### src/rtl/fci_pkg.sv
// Shared definitions for the flash command interface controller:
// read-source modes, sequencer states, command bytes and status bit positions.
package fci_pkg;

    typedef enum logic [1:0] {
        RD_ARRAY  = 2'd0,
        RD_STATUS = 2'd1,
        RD_IDENT  = 2'd2,
        RD_QUERY  = 2'd3
    } rd_mode_e;

    typedef enum logic [2:0] {
        ST_IDLE        = 3'd0,
        ST_PGM_SETUP   = 3'd1,
        ST_ERS_SETUP   = 3'd2,
        ST_BUF_COUNT   = 3'd3,
        ST_BUF_DATA    = 3'd4,
        ST_BUF_CONFIRM = 3'd5,
        ST_BUSY        = 3'd6,
        ST_SUSP        = 3'd7
    } seq_state_e;

    localparam logic [7:0] CMD_RD_ARRAY  = 8'hFF;
    localparam logic [7:0] CMD_RD_STATUS = 8'h70;
    localparam logic [7:0] CMD_RD_IDENT  = 8'h90;
    localparam logic [7:0] CMD_RD_QUERY  = 8'h98;
    localparam logic [7:0] CMD_CLR_ERR   = 8'h50;
    localparam logic [7:0] CMD_PGM_WORD  = 8'h40;
    localparam logic [7:0] CMD_ERS_SETUP = 8'h20;
    localparam logic [7:0] CMD_PGM_BUF   = 8'hE8;
    localparam logic [7:0] CMD_CONFIRM   = 8'hD0;
    localparam logic [7:0] CMD_SUSPEND   = 8'hB0;

    localparam int SRB_READY    = 7;
    localparam int SRB_ERS_SUSP = 6;
    localparam int SRB_ERS_ERR  = 5;
    localparam int SRB_PGM_ERR  = 4;
    localparam int SRB_PGM_SUSP = 2;

endpackage

### src/rtl/fci_op_timer.sv
// Countdown stand-in for the write state machine.
// Loads OP_CYCLES on start, counts down once per cycle unless hold is high,
// and flags done in the cycle the count would leave 1.
// Assumes start is never raised while hold is high.
module fci_op_timer #(
    parameter int OP_CYCLES = 64
) (
    input  logic clk,
    input  logic rst_n,
    input  logic start,
    input  logic hold,
    output logic active,
    output logic done
);
    localparam int TW = $clog2(OP_CYCLES + 1);

    logic [TW-1:0] cnt_q;

    // Load, hold or decrement the remaining-cycle count.
    always_ff @(posedge clk) begin
        if (!rst_n) begin
            cnt_q <= '0;
        end else if (start) begin
            cnt_q <= TW'(OP_CYCLES);
        end else if (cnt_q != '0 && !hold) begin
            cnt_q <= cnt_q - TW'(1);
        end
    end

    assign active = (cnt_q != '0);
    assign done   = (cnt_q == TW'(1)) && !hold;

    // a suspended operation keeps its remaining count.
    assert_hold_freezes_R8: assert property (@(posedge clk) disable iff (!rst_n)
        (hold && !start) |=> $stable(cnt_q))
        else $error("timer moved while held");

endmodule

### src/rtl/fci_seq.sv
// Command sequencer and status register.
// Decodes the low byte of each bus write, walks the multi-write program, erase
// and buffered-program sequences, restricts commands while busy or suspended,
// and keeps the status bits. Assumes at most one write per cycle.
module fci_seq
    import fci_pkg::*;
#(
    parameter int ADDR_W    = 22,
    parameter int BUF_WORDS = 512
) (
    input  logic              clk,
    input  logic              rst_n,
    input  logic              wr_en,
    input  logic [ADDR_W-1:0] wr_addr,
    input  logic [15:0]       wr_data,
    input  logic              tmr_done,
    input  logic              op_fail,
    output rd_mode_e          rd_mode,
    output logic [7:0]        status,
    output logic              busy,
    output logic              suspended,
    output logic              tmr_start,
    output logic              op_is_erase,
    output logic [ADDR_W-1:0] op_addr,
    output logic [15:0]       op_data
);
    localparam int CNT_W = (BUF_WORDS > 2) ? $clog2(BUF_WORDS) : 1;

    seq_state_e        state_q;
    rd_mode_e          mode_q;
    logic              ers_susp_q, pgm_susp_q, ers_err_q, pgm_err_q;
    logic              kind_erase_q;
    logic [ADDR_W-1:0] addr_q;
    logic [15:0]       data_q;
    logic [CNT_W-1:0]  remain_q;
    logic [7:0]        cmd;
    logic              is_read_cmd;
    logic              count_bad;

    assign cmd         = wr_data[7:0];
    assign is_read_cmd = (cmd == CMD_RD_ARRAY) || (cmd == CMD_RD_STATUS) ||
                         (cmd == CMD_RD_IDENT) || (cmd == CMD_RD_QUERY);
    assign count_bad   = (32'(wr_data) >= BUF_WORDS);

    // Start the timer on the write that completes a valid sequence.
    always_comb begin
        tmr_start = 1'b0;
        if (wr_en) begin
            case (state_q)
                ST_PGM_SETUP:   tmr_start = 1'b1;
                ST_ERS_SETUP:   tmr_start = (cmd == CMD_CONFIRM);
                ST_BUF_CONFIRM: tmr_start = (cmd == CMD_CONFIRM);
                default:        tmr_start = 1'b0;
            endcase
        end
    end

    // Map a read-source command onto a mode.
    function automatic rd_mode_e mode_of(input logic [7:0] c, input rd_mode_e cur);
        case (c)
            CMD_RD_ARRAY:  return RD_ARRAY;
            CMD_RD_STATUS: return RD_STATUS;
            CMD_RD_IDENT:  return RD_IDENT;
            CMD_RD_QUERY:  return RD_QUERY;
            default:       return cur;
        endcase
    endfunction

    // Sequencer state, read mode, operation latch and status bits.
    always_ff @(posedge clk) begin
        if (!rst_n) begin
            state_q      <= ST_IDLE;
            mode_q       <= RD_ARRAY;
            ers_susp_q   <= 1'b0;
            pgm_susp_q   <= 1'b0;
            ers_err_q    <= 1'b0;
            pgm_err_q    <= 1'b0;
            kind_erase_q <= 1'b0;
            addr_q       <= '0;
            data_q       <= '0;
            remain_q     <= '0;
        end else begin
            case (state_q)
                ST_IDLE: if (wr_en) begin
                    if (is_read_cmd) begin
                        mode_q <= mode_of(cmd, mode_q);
                    end else if (cmd == CMD_CLR_ERR) begin
                        ers_err_q <= 1'b0;
                        pgm_err_q <= 1'b0;
                    end else if (cmd == CMD_PGM_WORD) begin
                        state_q <= ST_PGM_SETUP;
                        mode_q  <= RD_STATUS;
                    end else if (cmd == CMD_ERS_SETUP) begin
                        state_q <= ST_ERS_SETUP;
                        mode_q  <= RD_STATUS;
                    end else if (cmd == CMD_PGM_BUF) begin
                        state_q <= ST_BUF_COUNT;
                        mode_q  <= RD_STATUS;
                        addr_q  <= wr_addr;
                    end
                end
                ST_PGM_SETUP: if (wr_en) begin
                    addr_q       <= wr_addr;
                    data_q       <= wr_data;
                    kind_erase_q <= 1'b0;
                    state_q      <= ST_BUSY;
                end
                ST_ERS_SETUP: if (wr_en) begin
                    if (cmd == CMD_CONFIRM) begin
                        addr_q       <= wr_addr;
                        kind_erase_q <= 1'b1;
                        state_q      <= ST_BUSY;
                    end else begin
                        ers_err_q <= 1'b1;
                        pgm_err_q <= 1'b1;
                        state_q   <= ST_IDLE;
                    end
                end
                ST_BUF_COUNT: if (wr_en) begin
                    if (count_bad) begin
                        ers_err_q <= 1'b1;
                        pgm_err_q <= 1'b1;
                        state_q   <= ST_IDLE;
                    end else begin
                        remain_q <= wr_data[CNT_W-1:0];
                        state_q  <= ST_BUF_DATA;
                    end
                end
                ST_BUF_DATA: if (wr_en) begin
                    data_q <= wr_data;
                    if (remain_q == '0) begin
                        state_q <= ST_BUF_CONFIRM;
                    end else begin
                        remain_q <= remain_q - CNT_W'(1);
                    end
                end
                ST_BUF_CONFIRM: if (wr_en) begin
                    if (cmd == CMD_CONFIRM) begin
                        kind_erase_q <= 1'b0;
                        state_q      <= ST_BUSY;
                    end else begin
                        ers_err_q <= 1'b1;
                        pgm_err_q <= 1'b1;
                        state_q   <= ST_IDLE;
                    end
                end
                ST_BUSY: begin
                    if (tmr_done) begin
                        state_q <= ST_IDLE;
                        if (op_fail) begin
                            if (kind_erase_q) ers_err_q <= 1'b1;
                            else              pgm_err_q <= 1'b1;
                        end
                    end else if (wr_en) begin
                        if (cmd == CMD_RD_STATUS) begin
                            mode_q <= RD_STATUS;
                        end else if (cmd == CMD_SUSPEND) begin
                            state_q <= ST_SUSP;
                            mode_q  <= RD_STATUS;
                            if (kind_erase_q) ers_susp_q <= 1'b1;
                            else              pgm_susp_q <= 1'b1;
                        end
                    end
                end
                ST_SUSP: if (wr_en) begin
                    if (is_read_cmd) begin
                        mode_q <= mode_of(cmd, mode_q);
                    end else if (cmd == CMD_CONFIRM) begin
                        ers_susp_q <= 1'b0;
                        pgm_susp_q <= 1'b0;
                        mode_q     <= RD_STATUS;
                        state_q    <= ST_BUSY;
                    end
                end
                default: state_q <= ST_IDLE;
            endcase
        end
    end

    assign busy        = (state_q == ST_BUSY);
    assign suspended   = (state_q == ST_SUSP);
    assign rd_mode     = mode_q;
    assign op_is_erase = kind_erase_q;
    assign op_addr     = addr_q;
    assign op_data     = data_q;
    assign status      = {!busy, ers_susp_q, ers_err_q, pgm_err_q, 1'b0, pgm_susp_q, 2'b00};

    // writes other than status-read and suspend leave a busy operation alone.
    assert_busy_ignores_R7: assert property (@(posedge clk) disable iff (!rst_n)
        (busy && wr_en && !tmr_done && cmd != CMD_RD_STATUS && cmd != CMD_SUSPEND)
        |=> ($stable(mode_q) && $stable(status) && busy))
        else $error("busy operation disturbed by ignored write");

    // program and erase suspend flags are never both set.
    assert_one_suspend_R8: assert property (@(posedge clk) disable iff (!rst_n)
        $onehot0({ers_susp_q, pgm_susp_q}))
        else $error("both suspend bits set");

    // error bits persist until an idle clear command.
    assert_err_sticky_R10: assert property (@(posedge clk) disable iff (!rst_n)
        ((ers_err_q || pgm_err_q) && !(state_q == ST_IDLE && wr_en && cmd == CMD_CLR_ERR))
        |=> (ers_err_q || pgm_err_q))
        else $error("error bits dropped without clear");

    // starting an operation leaves the block busy on status reads.
    assert_start_status_R4: assert property (@(posedge clk) disable iff (!rst_n)
        tmr_start |=> (busy && mode_q == RD_STATUS))
        else $error("start did not enter busy status mode");

endmodule

### src/rtl/fci_rd_mux.sv
// Read-data source selector: array, status, identifier or query data.
// Status and query are narrow sources and are returned zero-extended.
module fci_rd_mux
    import fci_pkg::*;
(
    input  rd_mode_e    rd_mode,
    input  logic [7:0]  status,
    input  logic [15:0] array_data,
    input  logic [15:0] id_data,
    input  logic [7:0]  query_data,
    output logic [15:0] rd_data
);
    // Pick the read source named by the current mode.
    always_comb begin
        case (rd_mode)
            RD_ARRAY:  rd_data = array_data;
            RD_STATUS: rd_data = {8'h00, status};
            RD_IDENT:  rd_data = id_data;
            RD_QUERY:  rd_data = {8'h00, query_data};
            default:   rd_data = array_data;
        endcase
    end

endmodule

### src/rtl/flash_cmd_ctrl.sv
// Flash command interface controller top level.
// Ties the command sequencer to the operation timer and the read selector.
// Assumes the array, identifier and query sources are valid whenever selected.
module flash_cmd_ctrl
    import fci_pkg::*;
#(
    parameter int ADDR_W    = 22,
    parameter int BUF_WORDS = 512,
    parameter int OP_CYCLES = 64
) (
    input  logic              clk,
    input  logic              rst_n,
    input  logic              wr_en,
    input  logic [ADDR_W-1:0] wr_addr,
    input  logic [15:0]       wr_data,
    input  logic [15:0]       array_data,
    input  logic [15:0]       id_data,
    input  logic [7:0]        query_data,
    input  logic              op_fail,
    output logic [15:0]       rd_data,
    output logic              op_busy,
    output logic              op_is_erase,
    output logic [ADDR_W-1:0] op_addr,
    output logic [15:0]       op_data
);
    rd_mode_e   rd_mode;
    logic [7:0] status;
    logic       suspended;
    logic       tmr_start, tmr_active, tmr_done;

    fci_seq #(
        .ADDR_W    (ADDR_W),
        .BUF_WORDS (BUF_WORDS)
    ) u_seq (
        .clk         (clk),
        .rst_n       (rst_n),
        .wr_en       (wr_en),
        .wr_addr     (wr_addr),
        .wr_data     (wr_data),
        .tmr_done    (tmr_done),
        .op_fail     (op_fail),
        .rd_mode     (rd_mode),
        .status      (status),
        .busy        (op_busy),
        .suspended   (suspended),
        .tmr_start   (tmr_start),
        .op_is_erase (op_is_erase),
        .op_addr     (op_addr),
        .op_data     (op_data)
    );

    fci_op_timer #(
        .OP_CYCLES (OP_CYCLES)
    ) u_timer (
        .clk    (clk),
        .rst_n  (rst_n),
        .start  (tmr_start),
        .hold   (suspended),
        .active (tmr_active),
        .done   (tmr_done)
    );

    fci_rd_mux u_mux (
        .rd_mode    (rd_mode),
        .status     (status),
        .array_data (array_data),
        .id_data    (id_data),
        .query_data (query_data),
        .rd_data    (rd_data)
    );

    // the sequencer never reports busy without a running timer.
    assert_busy_has_timer_R4: assert property (@(posedge clk) disable iff (!rst_n)
        op_busy |-> tmr_active)
        else $error("busy without active timer");

    // a suspended operation keeps a nonzero remaining count.
    assert_susp_keeps_count_R9: assert property (@(posedge clk) disable iff (!rst_n)
        suspended |-> tmr_active)
        else $error("suspended with no remaining cycles");

endmodule

### config.mk
export PLATFORM = sky130hd
export DESIGN_NAME = flash_cmd_ctrl
export DESIGN_NICKNAME = d
export VERILOG_FILES = /design/src/rtl/fci_pkg.sv /design/src/rtl/fci_op_timer.sv /design/src/rtl/fci_seq.sv /design/src/rtl/fci_rd_mux.sv /design/src/rtl/flash_cmd_ctrl.sv
export SDC_FILE = /design/constraint.sdc
export NUM_CORES = 1
export LEC_CHECK = 0
export CORE_MARGIN = 4
export CORE_UTILIZATION = 40
export DETAILED_ROUTE_END_ITERATION = 16
export GPL_TIMING_DRIVEN = 0
export MAX_ROUTING_LAYER = met4
export PLACE_DENSITY = 0.83
export SYNTH_ARGS = -nofsm -noshare
export SYNTH_HDL_FRONTEND = slang
export SYNTH_SLANG_ARGS = --single-unit
### constraint.sdc
create_clock -name clk -period 2.4 [get_ports clk]
set_input_delay 0.48 -clock clk [delete_from_list [all_inputs] [get_ports clk]]
set_output_delay 0.48 -clock clk [all_outputs]
set_load 0.05 [all_outputs]
==> results.md, run 1 <==
* Clk_skew at 6.54 ps
* GRT Util Overall at 0.210
* Die width at about 100 µm
* Final setup vio count at 0
* Layout area overhead at 47.0%
* Pre-CTS WS at -694 ps
* TritonCTS clock tree: done
* Worst vdd ir at around 0.64 mV
* Synthesized instance count at 418
* Skew-Pair Late Insertion Delay at ~340 ps
* Critical path type: register to output port
* Synth unique cells at 63
* Starting Density at 0.414
* Vias in the first global route at 3670
* Warnings, synthesis at 0
* WP data arrival at approximately 1900 ps
* Hold Crit Class: input pin to register
* Nets at 651
* Die height at ~100 µm
* Clock sink count at 64
* Root buf cell: clkbuf_8
* Final min period at approximately 2300 ps
* Vias/cell at between 5 and 6
* Routability cong. at around 0.94
* Overflow left after global routing at 0
* Max Buffers Root-to-Sink at 2
* RR Endpoint: u_seq.state_q[0]
* Initial DRC count at 190
* Post-route cell area at roughly 0.0053 mm²
* Required @ worst endpoint at between 1500 and 2000 ps
* Worst slew pin tran at between 600 and 700 ps
* Startpoint types: register
* Clock transition at path regs at approximately 70 ps
* Area after DPL at between 0.005 and 0.006 mm²
* Post-DR wirelength/cell at 16.3 µm
* Reg-to-Reg Start: u_seq.remain_q[0]
* I/O Pins at between 100 and 150
* Antenna Diode Count at 0
* Layout cell share with drive strength beyond 1 at 0.130
* P per Cell Area at between 900 and 1000 mW/mm²
* Slew Limit Fails at 0
* # fillers at between 700 and 800
* Initial antenna violation count at 0
* DRC at 0
* EDFF count, synth at 0
* Worst slew margin at 0.587
* Critical Path Source: u_seq.state_q[2]
* Port bufs at 136
* Post-route antenna net violation count at 0
* Setup ws final at between 60 and 70 ps
* Die area at roughly 0.011 mm²
* Fin. Hold Viols at 0
* Leakage power at roughly 0.0021 µW
* Syn Std Cell Area at ~0.0036 mm²
* Cts bufs inserted at 9
* Largest net degree at the start of global routing at 13
* Asr flop ratio synth at 0
* Syn Nets at between 500 and 600
* Worst hold slack at between 400 and 500 ps
* Max-Cap Viols at 0
* Worst setup EP type: output port
* Post-synthesis sequential area ratio at 0.353
* Post-Route WL at between 10000 and 15000 µm
* Flop2flop setup slack at about 170 ps
* H-tree Lvls at 3
* Maximum fanout along the worst path at 10
* Setup TNS Final at 0 ps
* Via count at roughly 3700
* Final worst-path cycle share at 0.971
* First-pass GRT wire length at 17000 µm
* Status: finished clean
* Core area at between 0.008 and 0.009 mm²
* Yosys reg bits at 64
* Most used DFF post-synth: dfxtp_1
* Total power at 4850 µW
* Fmax at about 430 MHz
* Hpwl dp at about 8500 µm
* Drt pass-1 iters at 5
* Logic depth of the worst register-to-register path at 7
* CP Capture Point: rd_data[7]
* Rows at 34
* Syn avg cell area at roughly 8.7 µm²
-- metal layers --
metal  global-route usage  routed length [µm]
met5                    -                   0
met4               0.0707                 122
met3               0.0543                1150
met2                0.350                5060
met1                0.247                4700
-- cells by family after synthesis --
family | after synthesis | share of synthesized area
and+or+nand+nor | 168 | 0.235
buffers and inverters | 41 | 0.0661
muxes | 56 | 0.173
xor gates and xnor gates | 6 | 0.0145
AOI/OAI and AO/OA | 78 | 0.142
adders and majority gates | 5 | 0.0172
DFF | 64 | 0.353
-- worst min path at each step --
stage                                  end  slack, ps             start  cells after the start
final                     u_seq.rd_mode[0]        420             wr_en                      3
after global routing      u_seq.rd_mode[0]        430             wr_en                      3
after CTS                 u_seq.rd_mode[0]        400             wr_en                      3
after detailed placement  u_seq.pgm_susp_q        470  u_seq.pgm_susp_q                      2
after global placement    u_seq.ers_susp_q        450  u_seq.ers_susp_q                      2
after floorplan           u_seq.ers_susp_q        430  u_seq.ers_susp_q                      2
-- critical path: stages (launching register included) --
cell,delay (ps)
dfxtp_1,380
clkbuf_4,230
nand3b_1,190
mux4_2,480
buf_2,220
-- cells in the final DEF, fill, tap and decap left out, drive strengths merged, types with 4 or more instances in the layout --
master,synthesis,routed
ha,5,5
nand2,23,23
inv,12,12
o31ai,5,5
nand2b,4,4
and3,4,4
nand3b,4,4
a21oi,17,17
dlygate4sd2,0,5
clkdlybuf4s50,0,114
or4,5,5
mux2i,48,48
nor4,5,5
nor2,71,71
nor3,11,11
a31oi,10,10
dfxtp,64,64
buf,10,13
clkbuf,16,33
mux4,5,5
nand3,16,16
o21ai,18,18
o21a,4,4
-- area by class of cell --
| type | instances | area [µm²] | area share |
|---|---|---|---|
| clock inverter | 6 | 45.0 | 0.00844 |
| clock buffer | 10 | 138 | 0.0258 |
| inverter | 12 | 45.0 | 0.00844 |
| buffer | 27 | 195 | 0.0366 |
| tap | 108 | 135 | 0.0253 |
| sequential | 64 | 1280 | 0.241 |
| multi-input combinational | 313 | 2180 | 0.408 |
| timing repair buffer | 137 | 1320 | 0.247 |
-- cell usage after synthesis (4+ instances only) --
master	n	area share
nand2b_1	4	0.0069
mux2i_1	48	0.13
or4_1	4	0.0083
nor4_1	4	0.0069
nor2_1	71	0.073
nand3b_1	4	0.0083
o31ai_1	5	0.010
dfxtp_1	64	0.35
o21ai_0	17	0.023
nand3_1	16	0.022
ha_1	5	0.017
and3_1	4	0.0069
clkbuf_1	16	0.017
a21oi_1	17	0.023
inv_1	12	0.012
buf_6	4	0.012
o21a_1	4	0.0083
mux4_2	5	0.031
nand2_1	23	0.024
a31oi_1	10	0.017
nor3_1	10	0.014
-- sequential cells by signal, indices dropped and copies added, names as in the netlist, 2 cells and up --
register / flops
u_seq.state_q: 3
u_timer.cnt_q: 7
u_seq.remain_q: 9
u_seq.op_data: 16
u_seq.op_addr: 22
u_seq.rd_mode: 2
-- per-stage QoR --
stage / utilization / cells
6_report: 0.609 / 677
5_1_grt: 0.609 / 677
4_1_cts: 0.608 / 676
3_5_place_dp: 0.585 / 662
3_3_place_gp: 0.585 / 662
2_1_floorplan: - / 418
-- repair_timing --
item,CTS,global route
hold buffers,0,0
resized for setup,45,29
endpoints found under the setup margin,61,53
pin swaps,2,3
buffers inserted,0,1
-- power breakdown --
group          switching [µW]  internal (µW)  total, µW
logic                    1570           1020       2590
clock network             444            404        848
registers                 153           1260       1410
Note: power is estimated with default switching activity, not from simulation.
==> inputs of run 2 (changes only) <==
CORE_UTILIZATION = 41   (was 40)
PLACE_DENSITY = 0.84   (was 0.83)
SYNTH_HIERARCHICAL = 1   (was not set)
==> results.md, run 2 <==
* Power share of the clock group at 0.350 (+0.175)
* Core area at 0.00881 mm² (+0.49%)
* First-pass GRT wire length at 18200 µm (+6.9%)
* Status: finished, violations left
* Max-Cap Viols at 0 (unchanged)
* Post-route cell area at 0.00559 mm² (+4.7%)
* Clk_skew at 8.79 ps (+2.25 ps)
* Vias in the first global route at 3678 (+0.22%)
* Post-Route WL at 11700 µm (+5.9%)
* Via count at 3951 (+5.8%)
* Layout cell share with drive strength beyond 1 at 0.169 (+0.0391)
* Die width at 104 µm (+0.43%)
* Worst hold slack at 457 ps (+33.3 ps)
* Worst slew margin at 0.345 (-0.242)
* H-tree Lvls at 3 (unchanged)
* Crit-path cells: or4_4 -> nor4b_4 -> nand2_1 -> a31o_4 -> or4_4 -> a21oi_2
* Cts hold-fix bufs at 0 (unchanged)
* Starting Density at 0.427 (+0.0122)
* Int Pwr at 2300 µW (-14%)
* Post-route antenna net violation count at 0 (unchanged)
* Hold Crit Class: register to register
* Routability cong. at 0.919 (-1.8%)
* TritonCTS clock tree: done
* Maximum fanout along the worst path at 5 (-5)
* I/O Pins at 138 (unchanged)
* Skew-Pair Late Insertion Delay at 330 ps (about the same)
* NetSw at 892 µW (-59%)
* Final worst-path cycle share at 1.00 (+0.0311)
* Largest net degree at the start of global routing at 11 (-2)
* Initial antenna violation count at 0 (unchanged)
* Fin util at 0.634 (+0.0253)
* Clock sink count at 64 (unchanged)
* Die height at 104 µm (+0.43%)
* P per Cell Area at 571 mW/mm² (-37%)
* Logic depth of the worst register-to-register path at 6 (-1)
* Initial DRC count at 252 (+33%)
* Drt pass-1 iters at 5 (unchanged)
* Fin. Hold Viols at 0 (unchanged)
* Critical Path Max Stage Delay at 560 ps (+80 ps)
* Fmax at 416 MHz (-3.1%)
* Clock transition at path regs at 70 ps (about the same)
* Combinational power share at 0.281 (-0.253)
* Pre-CTS WS at -916 ps (-222 ps)
* Worst vdd ir at 0.402 mV (-38%)
* Rows at 34 (unchanged)
* Leakage power at 0.00206 µW (-2.9%)
* Nets at 680 (+4.5%)
* Sw Share at 0.279 (-0.168)
* Area after DPL at 0.00526 mm² (+2.6%)
* Max Buffers Root-to-Sink at 2 (unchanged)
* Final setup vio count at 1 (+1)
* Final min period at 2410 ps (+74.7 ps)
* Overflow left after global routing at 0 (unchanged)
* Hold depth at 2 (-1)
* Crit path max-delay cell type: or4_4
* GRT Util Overall at 0.209 (-0.000969)
* Required @ worst endpoint at 2660 ps (+740 ps)
* DRC at 0 (unchanged)
* Die area at 0.0108 mm² (+0.85%)
* Critical path type: register to register
* Startpoint types: register
* Hpwl dp at 8570 µm (+0.69%)
* Antenna Diode Count at 0 (unchanged)
* Syn avg cell area at 8.62 µm² (-0.83%)
* Failing checks: setup timing
* Vias/cell at 5.60 (+1.6%)
* Cts bufs inserted at 9 (unchanged)
* Worst setup EP type: register
* Syn Std Cell Area at 0.00376 mm² (+3.4%)
* WP data arrival at 2660 ps (+810 ps)
* Max reg flops at 22 (unchanged)
* Most common cell after layout, fill and taps aside: clkdlybuf4s50_1
* RSZ-0062 raised after global routing: yes
* Port bufs at 135 (-0.74%)
* Layout area overhead at 48.7%
* Synthesized instance count at 436 (+4.3%)
* Most frequent cells in the layout: 114 x clkdlybuf4s50_1, 66 x nand2_1, 60 x dfxtp_1, 48 x mux2i_1, 40 x nor2_1
* Root buf cell: clkbuf_8
* Post-DR wirelength/cell at 16.6 µm (+1.7%)
* Worst slew pin tran at 980 ps (+365 ps)
* Slew Limit Fails at 0 (unchanged)
* Most frequent CP cell: or4_4
* Sequential power share at 0.370 (+0.079)
* Warnings, synthesis at 6 (+6)
* Setup ws final at -5.98 ps (-74.7 ps)
## run 2: cell types whose count changed in the layout (fill, tap and decap cells not counted), sizes merged, moves of 6 or more
| cell | before | now |
|---|---|---|
| clkbuf | 33 | 39 |
| nor3 | 11 | 4 |
| buf | 13 | 36 |
| nand3 | 16 | 7 |
| nor2 | 71 | 40 |
| nand2 | 23 | 68 |
## run 2: critical path: cells and delay by family (launching register included)
| kind | cells | cell delay [ps] |
|---|---|---|
| compound gates | 2 | 420 |
| flops | 1 | 340 |
| simple gates | 4 | 1570 |
## run 2: final timing paths
kind / from / endpoint / slack [ps]
max reg2reg: u_timer/cnt_q[4] / u_seq/state_q[0] / -6
max: u_timer/cnt_q[4] / u_seq/state_q[0] / -6
min: u_seq/op_addr[2] / u_seq/op_addr[2] / 460
min reg2reg: u_seq/op_addr[2] / u_seq/op_addr[2] / 460
## run 2: repair_timing
item	in CTS	in global routing
gates resized for setup	33	46
endpoints found under the setup margin	57	31
setup buffers	6	6
pin swaps	4	7
## run 2: power groups by stage
stage	logic (µW)	clock network (µW)	registers, µW
final	896	1120	1180
after detailed placement	785	0	1200
after CTS	845	1140	1180
after global placement	755	0	1190
after floorplan	495	0	1200
after global routing	949	1180	1190
## run 2: metrics by stage
step	cells	total power, µW	TNS [ps]
floorplan	438	1690	0
global placement	681	1950	-18930
detailed placement	681	1980	-19550
CTS	700	3160	-200
global route	705	3320	-235
finish	705	3190	-5.98
## run 2: routing by layer
layer  vias up  track usage  wire length [µm]
li1       1873            -                 -
met1      1850        0.261              5090
met2       208        0.344              5600
met3        20       0.0448               814
met4         0       0.0579               190
met5         -            -                 0
## run 2: final cells by class
cell class	instances	area (µm²)
flip-flops and latches	64	1290
plain buffers	37	209
well taps	108	135
clock buffers	12	145
multi-input cells	323	2310
clock inverters	3	90.1
repair buffers	147	1370
fillers	738	3220
inverters	11	41.3
